<file path="config.mk">
export PLATFORM = sky130hd
export DESIGN_NAME = gp_compressor
export DESIGN_NICKNAME = d
export VERILOG_FILES = /design/src/rtl/gp_compressor.sv
export SDC_FILE = /design/constraint.sdc
export NUM_CORES = 1
export LEC_CHECK = 0
export ABC_AREA = 1
export CORE_ASPECT_RATIO = 1.25
export CORE_MARGIN = 10
export CORE_UTILIZATION = 33
export DETAILED_ROUTE_END_ITERATION = 10
export MAX_ROUTING_LAYER = met4
export PLACE_DENSITY = 0.88
export SLEW_MARGIN = 20
export SYNTH_ARGS = -nofsm -noshare
export SYNTH_HDL_FRONTEND = slang
export SYNTH_SLANG_ARGS = --single-unit
</file>
<file path="constraint.sdc">
create_clock -name vclk -period 3.9
set_clock_uncertainty 0.2 [all_clocks]
set_input_delay 0.78 -clock vclk [all_inputs]
set_output_delay 0.78 -clock vclk [all_outputs]
set_load 0.01 [all_outputs]
</file>
<file path="src/rtl/gp_compressor.sv">
module gp_compressor #(
  parameter int W = 8
) (
  input  logic [5*W-1:0]             opnds,
  input  logic [9:0]                 cnt_bits,
  output logic [3:0]                 cnt_val,
  output logic [2*((W+1)/2)+1:0]     word_a,
  output logic [2*((W+1)/2)+1:0]     word_b
);
  localparam int P  = (W + 1) / 2;
  localparam int OW = 2 * P + 2;

  function automatic logic [2:0] ones5(input logic [4:0] b);
    logic [2:0] s;
    s = 3'd0;
    for (int i = 0; i < 5; i++) s = s + {2'b00, b[i]};
    return s;
  endfunction

  function automatic logic [3:0] ones10(input logic [9:0] b);
    return {1'b0, ones5(b[4:0])} + {1'b0, ones5(b[9:5])};
  endfunction

  assign cnt_val = ones10(cnt_bits);

  logic [3:0] res [P];

  for (genvar j = 0; j < P; j++) begin : g_pair
    logic [4:0] lo, hi;
    for (genvar i = 0; i < 5; i++) begin : g_op
      assign lo[i] = opnds[i*W + 2*j];
      if (2*j + 1 < W) begin : g_full
        assign hi[i] = opnds[i*W + 2*j + 1];
      end else begin : g_pad
        assign hi[i] = 1'b0;
      end
    end
    assign res[j] = {1'b0, ones5(lo)} + {ones5(hi), 1'b0};
  end

  always_comb begin
    word_a = '0;
    word_b = '0;
    for (int j = 0; j < P; j++) begin
      if (j % 2 == 0) word_a = word_a | (OW'(res[j]) << (2*j));
      else            word_b = word_b | (OW'(res[j]) << (2*j));
    end
  end
endmodule

</file>
==> results of run 1 <==
[area by class of cell]
cell class / instances / area [sq um] / share of cell area, %
repair buffers: 76 / 643 / 36.2
well taps: 36 / 45.0 / 2.54
multi-input cells: 75 / 922 / 51.9
inverters: 44 / 165 / 9.30
[worst max-delay path by stage]
| stage | start | end | slack [ns] | cells after the start |
|---|---|---|---|---|
| finish | cnt_bits[5] | cnt_val[1] | -0.45 | 11 |
| global placement | cnt_bits[0] | cnt_val[2] | -1.15 | 11 |
| floorplan | cnt_bits[0] | cnt_val[2] | -0.13 | 9 |
| CTS | cnt_bits[5] | cnt_val[1] | -0.48 | 11 |
| global route | cnt_bits[5] | cnt_val[1] | -0.51 | 11 |
| detailed placement | cnt_bits[0] | cnt_val[2] | -1.23 | 11 |
[logic make-up after synthesis]
logic type | synth area share, %
and+or+nand+nor | 12.2
AOI/OAI and AO/OA | 0.492
other | 0.369
xor gates and xnor gates | 4.30
adders and majority gates | 63.5
buffers and inverters | 19.2
[worst max-delay path, stage by stage]
cell	delay, ns
buf_6	0.09
fa_1	0.54
inv_2	0.04
fa_2	0.56
fa_2	0.43
inv_2	0.08
ha_4	0.14
inv_2	0.03
fa_2	0.52
inv_2	0.03
buf_6	0.11
[power by group through the flow]
stage	clock network (mW)	registers (mW)	logic [mW]
global placement	0	0	0.506
floorplan	0	0	0.263
CTS	0	0	0.498
finish	0	0	0.502
global route	0	0	0.570
detailed placement	0	0	0.521
[stage by stage]
step           utilization, %  TNS [ns]  power [mW]  hold WS [ns]
2_1_floorplan               -    -0.250       0.263          1.51
3_3_place_gp             60.5     -9.82       0.506          2.51
3_5_place_dp             60.5    -10.46       0.521          2.49
4_1_cts                  59.3     -1.00       0.498          2.13
5_1_grt                  60.3     -1.08       0.570          2.11
6_report                 60.3    -0.900       0.502          2.07
[layout by cell type (no fill, tap or decap), drive strengths merged]
cell type      synthesis  final
fa                    26     26
dlymetal6s2s           0      1
nand3                 12     12
clkdlybuf4s50          0     36
inv                   44     44
clkbuf                 0      1
xor2                   5      5
dlygate4sd2            0     11
nand2                 16     16
ha                    10     10
conb                   1      4
a21oi                  1      1
buf                    4     27
nor2                   1      1
[timing repair]
action / CTS / global route
setup endpoints to repair: 16 / 13
pin swaps: 18 / 12
resized for setup: 114 / 12
setup buffers: 1 / 1
[metal layers]
| metal | vias to the layer above | part of all wire, % | global-route usage, % |
|---|---|---|---|
| met3 | 0 | 6.5 | 2.41 |
| met2 | 43 | 58 | 23.5 |
| li1 | 479 | - | - |
| met5 | - | 0 | - |
| met1 | 454 | 35 | 9.91 |
| met4 | 0 | 0 | 0 |
==> results.cfg, run 1 <==
[status]
status = finished with violations
violations = negative setup slack

[yosys]
synth_top_area_share_pct = 51.2
synth_cells = 120
avgSynthCellArea_sq_um = 8.48
ys_warn_count = 0
syn_area_sq_um = 1020
ys_types = 10
yosysMostFrequentCell = inv_1
synth_commonest_cells = inv_1, fa_1, nand2_1, nand3_1, ha_1
ys_seq_area_share_pct = 0
synth_top_cell_by_area = fa_1
synth_area_leaders = fa_1, inv_1, ha_1

[placed_design]
io_buffers = 70
place_ws_ns = -1.23
hpwl_microns = 2790
dp_cells = 229
placed_cell_area_sq_um = 1780
gp_congestion = 0.751

[floorplan]
io_pins = 74
start_util_pct = 34.5
die_area_sq_um = 5720
die_w_microns = 69.7
row_count = 22
die_h_microns = 82.1
core_region_area_sq_um = 2950

[setup_path]
path_class = input pin to primary output
cp.arrival_ns = 3.37
path_max_fanout = 2
cp-end-kind = primary output
cp.required_ns = 2.92
start_kind = input pin

[cells_and_area]
diodes = 0
layoutNonFillerInstCount = 231
clkbuf_count = 0
nNetsFinal = 283
area_growth_pct = 74.5
regArea_sq_um = 0
layout-drive-gt1-share_pct = 29.2
fin_area_sq_um = 1780
seq_cells = 0
fillers = 262

[pwr]
ir_worst_vdd_mv = 0.222
net-switching-power_mw = 0.246
p_clk_share_pct = 0
p_int_mw = 0.255
leakagePower_nw = 0.902
pwr-share-comb_pct = 100.0
seqPwrFrac_pct = 0
p_per_area_nw_per_um2 = 283
switching_share_pct = 49.1

[global_route]
track_usage_pct = 10.9
grt_pass1_vias = 1150
antenna_found_initial = 0
grt_start_max_net_pins = 5
grt_remaining_overflow = 0
grt_pass1_wl_microns = 5110

[routing]
first_pass_iters = 2
first_iter_violations = 11
viasPerCell = 4.23
ant_nets = 0
drc = 0
totalWireLength_microns = 3130
wl_per_cell_microns = 13.5
vias = 976

[cts]
cts_hold_buf = 0

[sta]
fin_crit_ns = 4.35
clock.fmax_ghz = 0.230
report.final.slew_viol_count = 0
setup_viol = 3
rsz0062_at_grt = true
fin_ws_ns = -0.447
finalHoldViolations = 0
post-route-period-util_pct = 111

[worst_hold_path]
hold_path_depth = 5
min_to = word_a[6]
hold_class = input pin to primary output
min-delay-start = opnds[29]

[run]
max_cap_violations = 0
(Power assumes the default switching activity.)
==> run 2: changes to the inputs <==
- GPL_TIMING_DRIVEN: default -> 1
==> results of run 2 <==
Same layout as run 1: the final DEF is identical, and so are final timing and power.
